`config.mk`:
```
export PLATFORM = sky130hd
export DESIGN_NAME = excEntry
export DESIGN_NICKNAME = d
export VERILOG_FILES = /design/src/rtl/excEntryPkg.sv /design/src/rtl/excEntryCtrl.sv /design/src/rtl/excEntryDatapath.sv /design/src/rtl/excEntry.sv
export SDC_FILE = /design/constraint.sdc
export NUM_CORES = 1
export LEC_CHECK = 0
export ABC_AREA = 1
export BUFFER_PORTS_ARGS = -buffer_cell sky130_fd_sc_hd__buf_2
export CAP_MARGIN = 20
export CORE_MARGIN = 2
export CORE_UTILIZATION = 25
export CTS_CLUSTER_DIAMETER = 100
export DETAILED_ROUTE_END_ITERATION = 8
export GPL_TIMING_DRIVEN = 1
export SYNTH_ARGS = -nofsm -noshare
export SYNTH_HDL_FRONTEND = slang
export SYNTH_HIERARCHICAL = 1
export SYNTH_SLANG_ARGS = --single-unit
```
`constraint.sdc`:
```
create_clock -name clk -period 2.8 [get_ports clk]
set_clock_uncertainty 0.1 [all_clocks]
set_input_delay 0.42 -clock clk [delete_from_list [all_inputs] [get_ports clk]]
set_output_delay 0.42 -clock clk [all_outputs]
set_load 0.005 [all_outputs]
```
`src/rtl/excEntryPkg.sv`:
```
package excEntryPkg;
  localparam int XLEN    = 32;
  localparam int KIND_W  = 4;
  localparam int CAUSE_W = 3;
  localparam int VEC_SH  = 8;
  localparam int NUM_W   = XLEN - VEC_SH;

  localparam int B_LE  = 0;
  localparam int B_RI  = 1;
  localparam int B_DR  = 4;
  localparam int B_IR  = 5;
  localparam int B_IP  = 6;
  localparam int B_FE1 = 8;
  localparam int B_BE  = 9;
  localparam int B_SE  = 10;
  localparam int B_FE0 = 11;
  localparam int B_ME  = 12;
  localparam int B_FP  = 13;
  localparam int B_PR  = 14;
  localparam int B_EE  = 15;
  localparam int B_ILE = 16;
  localparam int B_POW = 18;

  localparam logic [NUM_W-1:0] RESET_PREFIX = 24'h0FFC00;

  typedef enum logic [KIND_W-1:0] {
    K_RESET = 4'd0, K_MCHK = 4'd1, K_DATA = 4'd2, K_INST = 4'd3,
    K_EXT = 4'd4, K_ALIGN = 4'd5, K_PROG = 4'd6, K_FPUN = 4'd7,
    K_DECR = 4'd8, K_SYSC = 4'd9, K_TRACE = 4'd10
  } excKind_e;

  typedef struct packed {
    logic take;
    logic loadStatus;
    logic loadAddr;
    logic useCurrent;
    logic clearHigh;
    logic clearMe;
    logic prefixAdd;
  } excStrobe_t;
endpackage

```
`src/rtl/excEntryCtrl.sv`:
```
module excEntryCtrl
  import excEntryPkg::*;
(
  input  logic               excValid,
  input  logic [KIND_W-1:0]  excType,
  input  logic [CAUSE_W-1:0] excCause,
  input  logic [XLEN-1:0]    curMsr,
  output logic               excAccept,
  output excStrobe_t         strobe
);
  logic held;
  logic dropped;
  logic known;

  always_comb begin
    known   = (excType <= KIND_W'(K_TRACE));
    held    = 1'b0;
    dropped = !known;
    case (excType)
      K_EXT, K_DECR: held = !curMsr[B_EE];
      K_MCHK:        held = !curMsr[B_ME];
      K_PROG:        dropped = (excCause[1:0] == 2'd0) &&
                               !curMsr[B_FE0] && !curMsr[B_FE1];
      default: ;
    endcase
  end

  assign excAccept = excValid && !held;

  always_comb begin
    strobe            = '0;
    strobe.take       = excAccept && !dropped;
    strobe.loadStatus = strobe.take && (excType == K_DATA);
    strobe.loadAddr   = strobe.take && (excType == K_DATA || excType == K_ALIGN);
    strobe.useCurrent = (excType == K_ALIGN || excType == K_PROG || excType == K_FPUN);
    strobe.clearHigh  = (excType == K_INST || excType == K_PROG || excType == K_DATA);
    strobe.clearMe    = (excType == K_MCHK);
    strobe.prefixAdd  = (excType == K_RESET) && curMsr[B_IP];
  end
endmodule

```
`src/rtl/excEntryDatapath.sv`:
```
module excEntryDatapath
  import excEntryPkg::*;
(
  input  logic               clk,
  input  logic               rstN,
  input  excStrobe_t         strobe,
  input  logic [KIND_W-1:0]  excType,
  input  logic [CAUSE_W-1:0] excCause,
  input  logic [XLEN-1:0]    curMsr,
  input  logic [XLEN-1:0]    nextPc,
  input  logic [XLEN-1:0]    faultAddr,
  output logic               entryValid,
  output logic [XLEN-1:0]    retAddr,
  output logic [XLEN-1:0]    savedMsr,
  output logic [XLEN-1:0]    dataStatus,
  output logic [XLEN-1:0]    dataFaultAddr,
  output logic [XLEN-1:0]    newMsr,
  output logic [XLEN-1:0]    vectorAddr
);
  localparam int HALF = XLEN / 2;

  logic [NUM_W-1:0] excNum;
  logic [NUM_W-1:0] vecNum;
  logic [XLEN-1:0]  causeBits;
  logic [XLEN-1:0]  statusNext;
  logic [XLEN-1:0]  savedNext;
  logic [XLEN-1:0]  msrNext;
  logic [XLEN-1:0]  retNext;

  always_comb begin
    case (excType)
      K_RESET: excNum = NUM_W'(1);
      K_MCHK:  excNum = NUM_W'(2);
      K_DATA:  excNum = NUM_W'(3);
      K_INST:  excNum = NUM_W'(4);
      K_EXT:   excNum = NUM_W'(5);
      K_ALIGN: excNum = NUM_W'(6);
      K_PROG:  excNum = NUM_W'(7);
      K_FPUN:  excNum = NUM_W'(8);
      K_DECR:  excNum = NUM_W'(9);
      K_SYSC:  excNum = NUM_W'(12);
      K_TRACE: excNum = NUM_W'(13);
      default: excNum = '0;
    endcase
    vecNum = excNum + (strobe.prefixAdd ? RESET_PREFIX : '0);
  end

  always_comb begin
    statusNext = '0;
    case (excCause[1:0])
      2'd0: statusNext[30] = 1'b1;
      2'd1: statusNext[27] = 1'b1;
      2'd2: statusNext[31] = 1'b1;
      default: begin
        statusNext[31] = 1'b1;
        statusNext[26] = 1'b1;
      end
    endcase
    statusNext[25] = excCause[2];
  end

  always_comb begin
    causeBits = '0;
    if (excType == K_INST) begin
      case (excCause[1:0])
        2'd0:    causeBits[30] = 1'b1;
        2'd1:    causeBits[27] = 1'b1;
        default: causeBits[28] = 1'b1;
      endcase
    end else if (excType == K_PROG) begin
      causeBits[16] = 1'b1;
      case (excCause[1:0])
        2'd0:    causeBits[20] = 1'b1;
        2'd1:    causeBits[19] = 1'b1;
        2'd2:    causeBits[18] = 1'b1;
        default: causeBits[17] = 1'b1;
      endcase
    end
    savedNext = strobe.clearHigh ? ({{HALF{1'b0}}, curMsr[HALF-1:0]} | causeBits)
                                 : curMsr;
  end

  always_comb begin
    msrNext = curMsr;
    msrNext[B_POW] = 1'b0;
    msrNext[B_EE]  = 1'b0;
    msrNext[B_PR]  = 1'b0;
    msrNext[B_FP]  = 1'b0;
    msrNext[B_FE0] = 1'b0;
    msrNext[B_FE1] = 1'b0;
    msrNext[B_SE]  = 1'b0;
    msrNext[B_BE]  = 1'b0;
    msrNext[B_IR]  = 1'b0;
    msrNext[B_DR]  = 1'b0;
    msrNext[B_RI]  = 1'b0;
    msrNext[B_LE]  = curMsr[B_ILE];
    if (strobe.clearMe) msrNext[B_ME] = 1'b0;
    retNext = strobe.useCurrent ? (nextPc - XLEN'(4)) : nextPc;
  end

  always_ff @(posedge clk) begin
    if (!rstN) begin
      entryValid    <= 1'b0;
      retAddr       <= '0;
      savedMsr      <= '0;
      dataStatus    <= '0;
      dataFaultAddr <= '0;
      newMsr        <= '0;
      vectorAddr    <= '0;
    end else begin
      entryValid <= strobe.take;
      if (strobe.take) begin
        retAddr    <= retNext;
        savedMsr   <= savedNext;
        newMsr     <= msrNext;
        vectorAddr <= {vecNum, {VEC_SH{1'b0}}};
      end
      if (strobe.loadStatus) dataStatus    <= statusNext;
      if (strobe.loadAddr)   dataFaultAddr <= faultAddr;
    end
  end
endmodule

```
`src/rtl/excEntry.sv`:
```
module excEntry
  import excEntryPkg::*;
(
  input  logic               clk,
  input  logic               rstN,
  input  logic               excValid,
  input  logic [KIND_W-1:0]  excType,
  input  logic [CAUSE_W-1:0] excCause,
  input  logic [XLEN-1:0]    curMsr,
  input  logic [XLEN-1:0]    nextPc,
  input  logic [XLEN-1:0]    faultAddr,
  output logic               excAccept,
  output logic               entryValid,
  output logic [XLEN-1:0]    retAddr,
  output logic [XLEN-1:0]    savedMsr,
  output logic [XLEN-1:0]    dataStatus,
  output logic [XLEN-1:0]    dataFaultAddr,
  output logic [XLEN-1:0]    newMsr,
  output logic [XLEN-1:0]    vectorAddr
);
  excStrobe_t strobe;

  excEntryCtrl u_ctrl (
    .excValid (excValid),
    .excType  (excType),
    .excCause (excCause),
    .curMsr   (curMsr),
    .excAccept(excAccept),
    .strobe   (strobe)
  );

  excEntryDatapath u_dp (
    .clk          (clk),
    .rstN         (rstN),
    .strobe       (strobe),
    .excType      (excType),
    .excCause     (excCause),
    .curMsr       (curMsr),
    .nextPc       (nextPc),
    .faultAddr    (faultAddr),
    .entryValid   (entryValid),
    .retAddr      (retAddr),
    .savedMsr     (savedMsr),
    .dataStatus   (dataStatus),
    .dataFaultAddr(dataFaultAddr),
    .newMsr       (newMsr),
    .vectorAddr   (vectorAddr)
  );
endmodule

```
==> impl_metrics.tcl <==
set metrics [dict create \
    numCtsBuffers 17 \
    cts_max_level 4 \
    ys_async_sr_fraction 0 \
    ios 300 \
    hpwl_um 14300 \
    row_count 56 \
    r2r-start "u_dp/vectorAddr[26]" \
    switching_power_mw 1.34 \
    clk_latency_ns 0.41 \
    tns_ns 0 \
    synth_edf_count 0 \
    pwr_density_cell_nw_per_um2 589 \
    multi_input_area_um2 2830 \
    end_kind "register" \
    cts_hold_buf 0 \
    hold_path_class "in2reg" \
    clock.fmax_mhz 553 \
    cp.required_ns 3.06 \
    critPathMaxFanout 8 \
    vias_per_cell 4.24 \
    dr_wl_met3_um 1060 \
    p_seq_frac 0.416 \
    worst_slew_margin_rel 0.350 \
    cap_violations 0 \
    initial_utilization 0.256 \
    wl_um 19100 \
    grtUsageTotal 0.149 \
    synth_cells 844 \
    num_vias 5913 \
    yosysWarnings 6 \
    crit_end "u_dp/retAddr[28]" \
    cts_tree "yes" \
    peakVddDrop_uv 250 \
    combPwrFrac 0.137 \
    internal_power_mw 3.26 \
    tightest_slew_ns 0.973 \
    core_area_um2 23500 \
    wl_met1_um 8880 \
    seq_area_frac_synth 0.408 \
    root_buffer "clkbuf_16" \
    globalplace.congestion 0.858 \
    clkTransAtPathRegs_ns 0.06 \
    place_area_um2 7280 \
    p_sw_frac 0.292 \
    path_class "in2reg" \
    final-setup-viol-count 0 \
    die_w_um 159 \
    port_buffers 243 \
    grt_overflow 0 \
    final_cells 1396 \
    finalCritPeriodShare 0.646 \
    grt_pass1_vias 5466 \
    cts.sinks 123 \
    r2r-end "u_dp/vectorAddr[26]" \
    drtAntennaViolNets 0 \
    wl_met2_um 8780 \
    top_layer "met4" \
    drive_gt1_frac 0.312 \
    fillers 2619 \
    p_leak_nw 4.04 \
    crit_start "excType[2]" \
    synth_cell_types 37 \
    fin_nets 1174 \
    finalInstanceArea_um2 7820 \
    regArea_um2 2460 \
    finalMaxSlewViolations 0 \
    outcome "finished, final reports clean" \
    synth_seq_cells 123 \
    num_antenna_cells 0 \
    cts_setup_buffers 0 \
    fp.dieArea_um2 25400 \
    cts_resized 0 \
    synth_ff_type "dfxtp_1" \
    whs_ns 0.122 \
    first_pass_iters 4 \
    first_iter_violations 278 \
    netlist_area_um2 6030 \
    arrival_ns 2.07 \
    reg2regPathDepth 2 \
    fin_crit_ns 1.81 \
    antenna_found_initial 0 \
    startpoint_type "input pin" \
    die_h_um 159 \
    clkPwrFrac 0.447 \
    rsz0062_at_grt "false" \
    r2r_setup_slack_ns 1.94 \
    grt_pass1_wl_um 29900 \
    numPlacedInstances 1364 \
    area_growth_pct 29.7 \
    cts_max_path_buffers 2 \
    avgSynthCellArea_um2 7.15 \
    hold_viol 0 \
    drc 0 \
    wl_per_cell_um 13.7 \
    final_core_util 0.332 \
    grt_max_degree 67 \
]
==> placed cells by master, fill, tap and decap left out, drive strengths merged <==
| master | Yosys | layout |
|---|---|---|
| xnor2 | 3 | 3 |
| nor3 | 7 | 7 |
| buf | 82 | 255 |
| conb | 1 | 56 |
| clkinvlp | 0 | 1 |
| nand2 | 123 | 123 |
| ha | 4 | 4 |
| clkbuf | 27 | 18 |
| xor2 | 7 | 7 |
| and3 | 1 | 1 |
| o21bai | 1 | 1 |
| dfxtp | 123 | 123 |
| a41oi | 1 | 1 |
| o21ai | 97 | 97 |
| nand3b | 1 | 1 |
| nand4 | 5 | 5 |
| a31oi | 3 | 3 |
| o211ai | 6 | 6 |
| o22ai | 1 | 1 |
| clkinv | 2 | 10 |
| nor2 | 182 | 182 |
| a2bb2oi | 1 | 1 |
| inv | 69 | 74 |
| nand3 | 39 | 39 |
| a21oi | 58 | 58 |
==> state kept, by name, summed over array words and instances, names as in the netlist <==
name / cells
u_dp/dataFaultAddr: 32
u_dp/retAddr: 32
u_dp/savedMsr: 32
u_dp/newMsr: 16
u_dp/dataStatus: 5
u_dp/vectorAddr: 5
u_dp/entryValid: 1
==> power by group through the flow <==
stage / clock network (mW) / logic [mW] / registers (mW)
4_1_cts: 2.13 / 0.637 / 1.92
6_report: 2.06 / 0.629 / 1.92
3_3_place_gp: 0 / 0.631 / 1.95
3_5_place_dp: 0 / 0.635 / 1.96
2_1_floorplan: 0 / 0.369 / 1.96
5_1_grt: 2.21 / 0.708 / 1.93
==> worst min path at each step <==
stage / from / endpoint / depth (start not counted)
floorplan: u_dp/newMsr[24] / u_dp/newMsr[24] / 2
global route: faultAddr[25] / u_dp/dataFaultAddr[25] / 3
CTS: nextPc[1] / u_dp/retAddr[1] / 3
finish: nextPc[1] / u_dp/retAddr[1] / 3
detailed placement: u_dp/newMsr[26] / u_dp/newMsr[26] / 2
global placement: u_dp/savedMsr[26] / u_dp/savedMsr[26] / 2
==> worst max-delay path: stages <==
cell	delay, ns
buf_2	0.18
nand2_2	0.11
a21oi_1	0.27
nand2_1	0.13
inv_2	0.12
nand3_4	0.11
nor2_8	0.16
nand2_4	0.11
nor2_1	0.13
nand3_1	0.09
nand3_1	0.11
nand2_1	0.06
inv_1	0.05
==> through the flow <==
stage | total power [mW] | setup WS (ns)
floorplan | 2.33 | 1.05
global placement | 2.58 | 0.581
detailed placement | 2.59 | 0.559
CTS | 4.68 | 1.01
global route | 4.85 | 0.749
finish | 4.60 | 0.992
==> layout make-up <==
type	instances	share of cell area
Clock buffer	18	0.0549
Clock inverter	14	0.0146
Inverter	71	0.0341
Multi-Input combinational cell	596	0.362
Sequential cell	123	0.315
Tap cell	319	0.0510
Timing Repair Buffer	255	0.169
==> synthesized netlist by cell type (8+ instances only) <==
cell type  number  area, um^2
a21oi_1        57         285
buf_2          11        55.1
buf_4          70         526
clkbuf_1       27         101
dfxtp_1       123        2460
inv_1          59         221
inv_2          10        37.5
nand2_1       113         424
nand2_2         8        50.1
nand3_1        36         180
nor2_1        161         604
nor2_2         13        81.3
o21ai_0        95         475
==> logic make-up after synthesis <==
kind of cell | synth area share
simple gates | 0.265
buf+inv | 0.158
compound gates | 0.146
flops | 0.408
xor+xnor | 0.0145
fa+ha+maj | 0.00830
other cells | 0.000622
==> routing by layer <==
metal	GRT usage	vias up
met3	0.0393	23
met1	0.193	2696
met4	0.0570	0
li1	-	3014
met2	0.236	180
met5	0	-
Note: power is estimated with default switching activity, not from simulation.
